==> src/rtl/ftl_pkg.sv <==
package ftl_pkg;
  typedef enum logic [1:0] {
    OP_READ  = 2'b00,
    OP_WRITE = 2'b01,
    OP_TRIM  = 2'b10,
    OP_NONE  = 2'b11
  } ftl_op_e;

  typedef enum logic [2:0] {
    S_IDLE,
    S_RDOUT,
    S_PLACE,
    S_GC_PICK,
    S_GC_SCAN,
    S_GC_LOAD,
    S_GC_ERASE
  } ftl_state_e;
endpackage

==> src/rtl/ftl_page_store.sv <==
module ftl_page_store #(
  parameter int NBLK = 8,
  parameter int PPB  = 4,
  parameter int DW   = 16
) (
  input  logic                                clk,
  input  logic                                rst,
  input  logic                                wr_en,
  input  logic [$clog2(NBLK*PPB)-1:0]         wr_addr,
  input  logic [DW-1:0]                       wr_data,
  input  logic [$clog2(NBLK*PPB)-1:0]         rd_addr,
  output logic [DW-1:0]                       rd_data,
  input  logic                                erase_en,
  input  logic [$clog2(NBLK)-1:0]             erase_blk
);
  localparam int NPAGE = NBLK * PPB;

  // data array without reset so that it maps onto block RAM
  logic [DW-1:0]    mem [NPAGE];
  // programmed-since-erase flag per page
  logic [NPAGE-1:0] used;

  always_ff @(posedge clk) begin
    if (wr_en) mem[wr_addr] <= wr_data;
    rd_data <= mem[rd_addr];
  end

  always_ff @(posedge clk) begin
    if (rst) begin
      used <= '0;
    end else begin
      if (erase_en) begin
        for (int p = 0; p < PPB; p++) used[int'(erase_blk) * PPB + p] <= 1'b0;
      end
      if (wr_en) used[wr_addr] <= 1'b1;
    end
  end

  AST_PROG_ERASED: assert property (@(posedge clk) disable iff (rst)
    wr_en |-> !used[wr_addr]);
endmodule

==> src/rtl/ftl_wear_pick.sv <==
module ftl_wear_pick #(
  parameter int NBLK = 8,
  parameter int ECW  = 16
) (
  input  logic [NBLK-1:0]          blk_free,
  input  logic [ECW-1:0]           ecnt [NBLK],
  output logic                     pick_ok,
  output logic [$clog2(NBLK)-1:0]  pick_blk
);
  localparam int BW = $clog2(NBLK);

  logic [ECW-1:0] best;

  // strict less-than keeps the lowest index on equal counts
  always_comb begin
    pick_ok  = 1'b0;
    pick_blk = '0;
    best     = '1;
    for (int b = 0; b < NBLK; b++) begin
      if (blk_free[b] && (!pick_ok || ecnt[b] < best)) begin
        pick_ok  = 1'b1;
        pick_blk = BW'(b);
        best     = ecnt[b];
      end
    end
  end
endmodule

==> src/rtl/ftl_gc_victim.sv <==
module ftl_gc_victim #(
  parameter int NBLK = 8,
  parameter int PPB  = 4
) (
  input  logic [NBLK-1:0]          blk_free,
  input  logic [NBLK*PPB-1:0]      pvalid,
  input  logic                     open_valid,
  input  logic [$clog2(NBLK)-1:0]  open_blk,
  output logic                     vic_ok,
  output logic [$clog2(NBLK)-1:0]  vic_blk
);
  localparam int BW  = $clog2(NBLK);
  localparam int CNW = $clog2(PPB + 1);

  logic [CNW-1:0] best;
  logic [CNW-1:0] live;
  logic           cand;

  always_comb begin
    vic_ok  = 1'b0;
    vic_blk = '0;
    best    = '1;
    live    = '0;
    cand    = 1'b0;
    for (int b = 0; b < NBLK; b++) begin
      live = CNW'($countones(pvalid[b*PPB +: PPB]));
      cand = !blk_free[b] && !(open_valid && (open_blk == BW'(b)));
      if (cand && (!vic_ok || live < best)) begin
        vic_ok  = 1'b1;
        vic_blk = BW'(b);
        best    = live;
      end
    end
  end
endmodule

==> src/rtl/ftl_ctrl.sv <==
module ftl_ctrl #(
  parameter int NBLK     = 8,
  parameter int PPB      = 4,
  parameter int NLP      = 16,
  parameter int DW       = 16,
  parameter int ECW      = 16,
  parameter int CW       = 32,
  parameter int GC_LIMIT = 1
) (
  input  logic                              clk,
  input  logic                              rst,
  input  logic                              req_valid,
  input  logic [1:0]                        req_op,
  input  logic [$clog2(NLP)-1:0]            req_lpn,
  input  logic [DW-1:0]                     req_wdata,
  output logic                              busy,
  output logic                              resp_valid,
  output logic [DW-1:0]                     resp_data,
  output logic [$clog2(NBLK*PPB)-1:0]       resp_ppn,
  output logic                              resp_unmapped,
  output logic [$clog2(NBLK+1)-1:0]         free_blocks,
  output logic [CW-1:0]                     host_pages,
  output logic [CW-1:0]                     phys_pages
);
  import ftl_pkg::*;

  localparam int NPAGE = NBLK * PPB;
  localparam int BW    = $clog2(NBLK);
  localparam int PGW   = $clog2(PPB);
  localparam int PAW   = BW + PGW;
  localparam int LW    = $clog2(NLP);
  localparam int FCW   = $clog2(NBLK + 1);
  localparam logic [PGW:0]   PPB_L = (PGW+1)'(PPB);
  localparam logic [FCW-1:0] LIM_L = FCW'(GC_LIMIT);

  ftl_state_e       state;

  // translation state
  logic [NLP-1:0]   map_ok;
  logic [PAW-1:0]   map_ppn [NLP];
  logic [NPAGE-1:0] pvalid;
  logic [LW-1:0]    plpn [NPAGE];
  logic [NBLK-1:0]  blk_free;
  logic [ECW-1:0]   ecnt [NBLK];
  logic             open_valid;
  logic [BW-1:0]    open_blk;
  logic [PGW:0]     wr_ptr;

  // operation in flight
  logic [LW-1:0]    cur_lpn;
  logic [DW-1:0]    cur_data;
  logic             from_gc;
  logic [BW-1:0]    vic;
  logic [PGW:0]     scan_idx;

  logic [CW-1:0]    host_cnt;
  logic [CW-1:0]    phys_cnt;

  logic             pick_ok;
  logic [BW-1:0]    pick_blk;
  logic             vic_ok;
  logic [BW-1:0]    vic_blk;
  logic             need_open;
  logic             prog_fire;
  logic [PAW-1:0]   prog_ppn;
  logic [PAW-1:0]   gc_addr;
  logic [PAW-1:0]   rd_addr;
  logic [DW-1:0]    rd_data;

  assign need_open   = !open_valid || (wr_ptr == PPB_L);
  assign prog_fire   = (state == S_PLACE) && !need_open;
  assign prog_ppn    = {open_blk, wr_ptr[PGW-1:0]};
  assign gc_addr     = {vic, scan_idx[PGW-1:0]};
  assign rd_addr     = (state == S_GC_SCAN) ? gc_addr : map_ppn[req_lpn];
  assign free_blocks = FCW'($countones(blk_free));
  assign busy        = (state != S_IDLE);
  assign host_pages  = host_cnt;
  assign phys_pages  = phys_cnt;

  ftl_page_store #(.NBLK(NBLK), .PPB(PPB), .DW(DW)) u_store (
    .clk       (clk),
    .rst       (rst),
    .wr_en     (prog_fire),
    .wr_addr   (prog_ppn),
    .wr_data   (cur_data),
    .rd_addr   (rd_addr),
    .rd_data   (rd_data),
    .erase_en  (state == S_GC_ERASE),
    .erase_blk (vic)
  );

  ftl_wear_pick #(.NBLK(NBLK), .ECW(ECW)) u_pick (
    .blk_free (blk_free),
    .ecnt     (ecnt),
    .pick_ok  (pick_ok),
    .pick_blk (pick_blk)
  );

  ftl_gc_victim #(.NBLK(NBLK), .PPB(PPB)) u_victim (
    .blk_free   (blk_free),
    .pvalid     (pvalid),
    .open_valid (open_valid),
    .open_blk   (open_blk),
    .vic_ok     (vic_ok),
    .vic_blk    (vic_blk)
  );

  always_ff @(posedge clk) begin
    if (rst) begin
      state         <= S_IDLE;
      map_ok        <= '0;
      pvalid        <= '0;
      blk_free      <= '1;
      open_valid    <= 1'b0;
      open_blk      <= '0;
      wr_ptr        <= '0;
      cur_lpn       <= '0;
      cur_data      <= '0;
      from_gc       <= 1'b0;
      vic           <= '0;
      scan_idx      <= '0;
      host_cnt      <= '0;
      phys_cnt      <= '0;
      resp_valid    <= 1'b0;
      resp_data     <= '1;
      resp_ppn      <= '0;
      resp_unmapped <= 1'b0;
      for (int i = 0; i < NLP; i++)   map_ppn[i] <= '0;
      for (int i = 0; i < NPAGE; i++) plpn[i]    <= '0;
      for (int i = 0; i < NBLK; i++)  ecnt[i]    <= '0;
    end else begin
      resp_valid <= 1'b0;
      case (state)
        S_IDLE: begin
          if (req_valid) begin
            cur_lpn  <= req_lpn;
            cur_data <= req_wdata;
            from_gc  <= 1'b0;
            if (req_op == OP_READ) begin
              state <= S_RDOUT;
            end else if (req_op == OP_WRITE) begin
              state <= S_PLACE;
            end else begin
              if (req_op == OP_TRIM && map_ok[req_lpn]) begin
                pvalid[map_ppn[req_lpn]] <= 1'b0;
                map_ok[req_lpn]          <= 1'b0;
              end
              resp_valid    <= 1'b1;
              resp_unmapped <= 1'b0;
            end
          end
        end
        S_RDOUT: begin
          resp_valid <= 1'b1;
          if (map_ok[cur_lpn]) begin
            resp_data     <= rd_data;
            resp_ppn      <= map_ppn[cur_lpn];
            resp_unmapped <= 1'b0;
          end else begin
            resp_data     <= '1;
            resp_ppn      <= '0;
            resp_unmapped <= 1'b1;
          end
          state <= S_IDLE;
        end
        S_PLACE: begin
          if (need_open) begin
            if (pick_ok) begin
              open_blk           <= pick_blk;
              open_valid         <= 1'b1;
              wr_ptr             <= '0;
              blk_free[pick_blk] <= 1'b0;
            end
          end else begin
            if (map_ok[cur_lpn]) pvalid[map_ppn[cur_lpn]] <= 1'b0;
            pvalid[prog_ppn]  <= 1'b1;
            plpn[prog_ppn]    <= cur_lpn;
            map_ok[cur_lpn]   <= 1'b1;
            map_ppn[cur_lpn]  <= prog_ppn;
            wr_ptr            <= wr_ptr + 1'b1;
            phys_cnt          <= phys_cnt + 1'b1;
            if (from_gc) begin
              scan_idx <= scan_idx + 1'b1;
              state    <= S_GC_SCAN;
            end else begin
              host_cnt      <= host_cnt + 1'b1;
              resp_valid    <= 1'b1;
              resp_data     <= cur_data;
              resp_ppn      <= prog_ppn;
              resp_unmapped <= 1'b0;
              state         <= (free_blocks <= LIM_L) ? S_GC_PICK : S_IDLE;
            end
          end
        end
        S_GC_PICK: begin
          if (vic_ok) begin
            vic      <= vic_blk;
            scan_idx <= '0;
            from_gc  <= 1'b1;
            state    <= S_GC_SCAN;
          end else begin
            state <= S_IDLE;
          end
        end
        S_GC_SCAN: begin
          if (scan_idx == PPB_L) begin
            state <= S_GC_ERASE;
          end else if (pvalid[gc_addr]) begin
            cur_lpn <= plpn[gc_addr];
            state   <= S_GC_LOAD;
          end else begin
            scan_idx <= scan_idx + 1'b1;
          end
        end
        S_GC_LOAD: begin
          cur_data <= rd_data;
          state    <= S_PLACE;
        end
        S_GC_ERASE: begin
          blk_free[vic] <= 1'b1;
          ecnt[vic]     <= ecnt[vic] + 1'b1;
          for (int p = 0; p < PPB; p++) pvalid[int'(vic) * PPB + p] <= 1'b0;
          from_gc <= 1'b0;
          state   <= S_IDLE;
        end
        default: state <= S_IDLE;
      endcase
    end
  end

  AST_PHYS_GE_HOST: assert property (@(posedge clk) disable iff (rst)
    phys_cnt >= host_cnt);
  AST_HOST_STEP: assert property (@(posedge clk) disable iff (rst)
    !$stable(host_cnt) |-> (host_cnt == $past(host_cnt) + 1'b1));
  AST_OPEN_HAS_FREE: assert property (@(posedge clk) disable iff (rst)
    (state == S_PLACE && need_open) |-> pick_ok);
  AST_VICTIM_CLOSED: assert property (@(posedge clk) disable iff (rst)
    (state == S_GC_PICK && vic_ok) |-> (!blk_free[vic_blk] && !(open_valid && vic_blk == open_blk)));
  AST_ERASE_STEP: assert property (@(posedge clk) disable iff (rst)
    (state == S_GC_ERASE) |=> (ecnt[$past(vic)] == ECW'($past(ecnt[vic]) + 1'b1)));
  AST_TRIM_NO_PROGRAM: assert property (@(posedge clk) disable iff (rst)
    (state == S_IDLE && req_valid && req_op == OP_TRIM) |=> $stable(phys_cnt));
  AST_RESP_PULSE: assert property (@(posedge clk) disable iff (rst)
    (resp_valid && state != S_IDLE) |=> !resp_valid);
endmodule

==> config.mk <==
export PLATFORM = sky130hd
export DESIGN_NAME = ftl_ctrl
export DESIGN_NICKNAME = d
export VERILOG_FILES = /design/src/rtl/ftl_pkg.sv /design/src/rtl/ftl_page_store.sv /design/src/rtl/ftl_wear_pick.sv /design/src/rtl/ftl_gc_victim.sv /design/src/rtl/ftl_ctrl.sv
export SDC_FILE = /design/constraint.sdc
export NUM_CORES = 2
export LEC_CHECK = 0
export BUFFER_PORTS_ARGS = -buffer_cell sky130_fd_sc_hd__buf_2
export CAP_MARGIN = 20
export CORE_AREA = 2 2 250 436
export CTS_BUF_LIST = sky130_fd_sc_hd__clkbuf_4 sky130_fd_sc_hd__clkbuf_8
export DETAILED_ROUTE_END_ITERATION = 10
export DIE_AREA = 0 0 252 438
export PLACE_DENSITY = 0.65
export SLEW_MARGIN = 15
export SYNTH_ARGS = -nofsm -noshare
export SYNTH_HDL_FRONTEND = slang
export SYNTH_HIERARCHICAL = 1
export SYNTH_SLANG_ARGS = --single-unit
==> constraint.sdc <==
create_clock -name clk -period 30.8 [get_ports clk]
set_input_delay 6.16 -clock clk [delete_from_list [all_inputs] [get_ports clk]]
set_output_delay 6.16 -clock clk [all_outputs]
set_load 0.02 [all_outputs]
==> out/qor.txt <==
Status: finished, final reports clean
Detail Route Antenna Nets: 0
Vias in the first global route: 38800
Reg clk slew, reported paths: 0.06 ns
R2r startpoint: blk_free[0]
Clock Latency Late Sink: 0.91 ns
Setup-failing EPs final: 0
Vias per cell: 6.27
CTS Buf Count: 153
Seq/Total Area, Yosys: 0.532
Compound-Gate Fraction of Synth Area: 0.104
CTS tree: yes
P&R area growth vs syn: 9.48%
# IOs: 117
Std-Cell Rows: 159
Largest stage delay, worst path: 0.76 ns
Pre-Repair DR Iteration Count: 8
Setup crit end: blk_free[0]
Adder-Cell Fraction of Synth Area: 0.0374
Final Hold Fails: 0
Mux share of post-synthesis cell area: 0.118
Crit path launch: blk_free[0]
Hold Worst Slack: 0.455 ns
Max-slew headroom: 0.235
Cell variety after synth: 117
Slew Viols, Final: 0
Die Area: 110000 sq um
Routed wire length: 168 mm
Crit-path slowest cell: and2_1
Clock sinks: 1048
Fmax: 0.0537 GHz
Setup bufs post-CTS: 0
Syn_nets: 4787
DIE WIDTH: 252 microns
DR iter-0 viols: 3411
Synth Cell Area: 53000 sq um
First-pass GRT wire length: 247 mm
Syn Area/Cell: 11.5 sq um
Flip-flop and latch count after synthesis: 1048
Reg2Reg Depth: 81
GRT overflow: 0
CP Class: register to register
Global-route usage over all layers: 0.302
Root Buffer: clkbuf_8
Period minus WS final: 18.62 ns
Hold Crit Class: register to register
Die Height: 438 microns
Max Root-Sink Buffers: 3
Initial core utilization: 0.495
R2r setup slk: 12.18 ns
Synth top area share: 0.408
Async SR Flop Fraction: 0
Mapped Cells: 4614
Maximum Capacitance Violations: 0
Largest net degree at the start of global routing: 185
Post-synthesis xor/xnor area fraction: 0.0112
Commonest cells in the netlist: edfxtp_1, dfxtp_1, nor2_1
Post-CTS Hold Buffers: 0
Gpl congestion: 0.983
Post-synth top area cell: edfxtp_1
Prevailing post-synth register cell: edfxtp_1
FF/Latch Area: 28200 sq um
Nets: 4861
# resized after CTS: 0
Data required, critical path: 31.51 ns
Layout cells sized above 1: 0.164
Post-synth EDFFs: 720
Startpoint types: register
Cell Area, Placed: 54600 sq um
Final HPWL DP: 116 mm
Core footprint: 107000 sq um
Design area: 58000 sq um
Final Cycle Share: 0.605
RR Endpoint: blk_free[0]
Largest family of logic cells by synthesized area: simple AND/OR/NAND/NOR gates
WP data arrival: 19.33 ns
Top cells by area, synth: edfxtp_1, dfxtp_1, mux2i_1
PortBufs: 116
Setup crit end kind: register
Routed WL per cell: 27.1 microns
Crit-path most repeated cell: a21o_1
Post-Synth Simple-Gate Area: 0.158
DRC viols: 0
CP Max Fanout: 33
Area occupied by multi-input gates: 22800 sq um
Setup tns final: 0 ns
# fillers: 9282
Yosys synthesis warning count: 6
Via count: 38800
Clock skew: 0.0553 ns
RSZ-0062 raised after global routing: no
Most frequent cell after synthesis: edfxtp_1
Worst slew pin tran: 1.15 ns
Antenna violations before repair: 8
H-Tree Depth: 4
[cell families after synthesis]
logic type                 after synthesis
adders and majority gates              152
and+or+nand+nor                       1600
muxes                                  485
xor gates and xnor gates                68
buffers and inverters                  442
DFF                                   1048
AOI/OAI and AO/OA                      819
[cell usage in the layout (no fill, tap or decap), drive strengths merged, types with 18 or more instances in the layout]
cell type  instances
mux2              61
o21ai            117
nor2             326
nand4             51
and2             165
mux4             100
xnor2             32
a211o             21
a21oi            246
o211ai            18
clkbuf           224
clkinv            47
xor2              36
a21o              25
a22oi             77
a31oi             52
inv              147
o31ai             20
nand2            310
a211oi            69
nor3             133
nor4              25
or2               63
nand2b            37
and3              29
or3               63
edfxtp           720
nor2b             53
mux2i            324
ha               136
buf              221
a22o              43
nand3            184
nand3b            95
dfxtp            328
[critical path: cells and delay by family, from the launching register on]
family,cells,cell delay [ns]
and+or+nand+nor,22,4.72
adders and majority gates,6,1.62
DFF,1,0.50
buffers and inverters,7,1.19
AOI/OAI and AO/OA,42,8.82
muxes,4,1.53
[metrics by stage]
step                cells   util  setup slack, ns
global route         6185  0.542            11.01
finish               6187  0.542            12.18
CTS                  6178  0.541            12.49
global placement     5892  0.510            12.82
floorplan            4614      -            14.21
detailed placement   5895  0.510            12.52
[how the worst min path moves through the flow]
stage | from | endpoint | slack, ns | depth (start not counted)
after global placement | resp_ppn[0] | resp_ppn[0] | 0.44 | 2
final | resp_ppn[0] | resp_ppn[0] | 0.45 | 2
after CTS | resp_ppn[0] | resp_ppn[0] | 0.46 | 2
after floorplan | ecnt[0] | ecnt[0] | 0.45 | 2
after detailed placement | resp_data[0] | resp_data[0] | 0.45 | 1
after global routing | resp_data[10] | resp_data[10] | 0.48 | 1
[state kept, by name, indices dropped and copies added (netlist names), 32 cells and up, named ones only]
| register | count |
|---|---|
| ecnt | 128 |
| plpn | 128 |
| phys_pages | 32 |
| pvalid | 32 |
| host_pages | 32 |
| u_store/mem | 512 |
| map_ppn | 80 |
[metal layers]
metal,up-vias,track usage,part of all wire,wire [microns]
met5,-,0,0.00046,77
met4,12,0.233,0.089,14900
met3,669,0.0662,0.063,10600
met2,1559,0.546,0.52,87100
met1,19100,0.299,0.33,55000
li1,17400,-,-,-
[cell type report]
class | instances | area share
diodes | 3 | 0.000129
clock buffers | 223 | 0.0477
clock inverters | 60 | 0.00918
inverters | 139 | 0.00899
multi-input cells | 3124 | 0.393
flip-flops and latches | 1048 | 0.486
well taps | 1368 | 0.0295
repair buffers | 222 | 0.0254
Power is not shown: default switching activity piles up to over one toggle a cycle in this logic, so the estimate is an artifact.
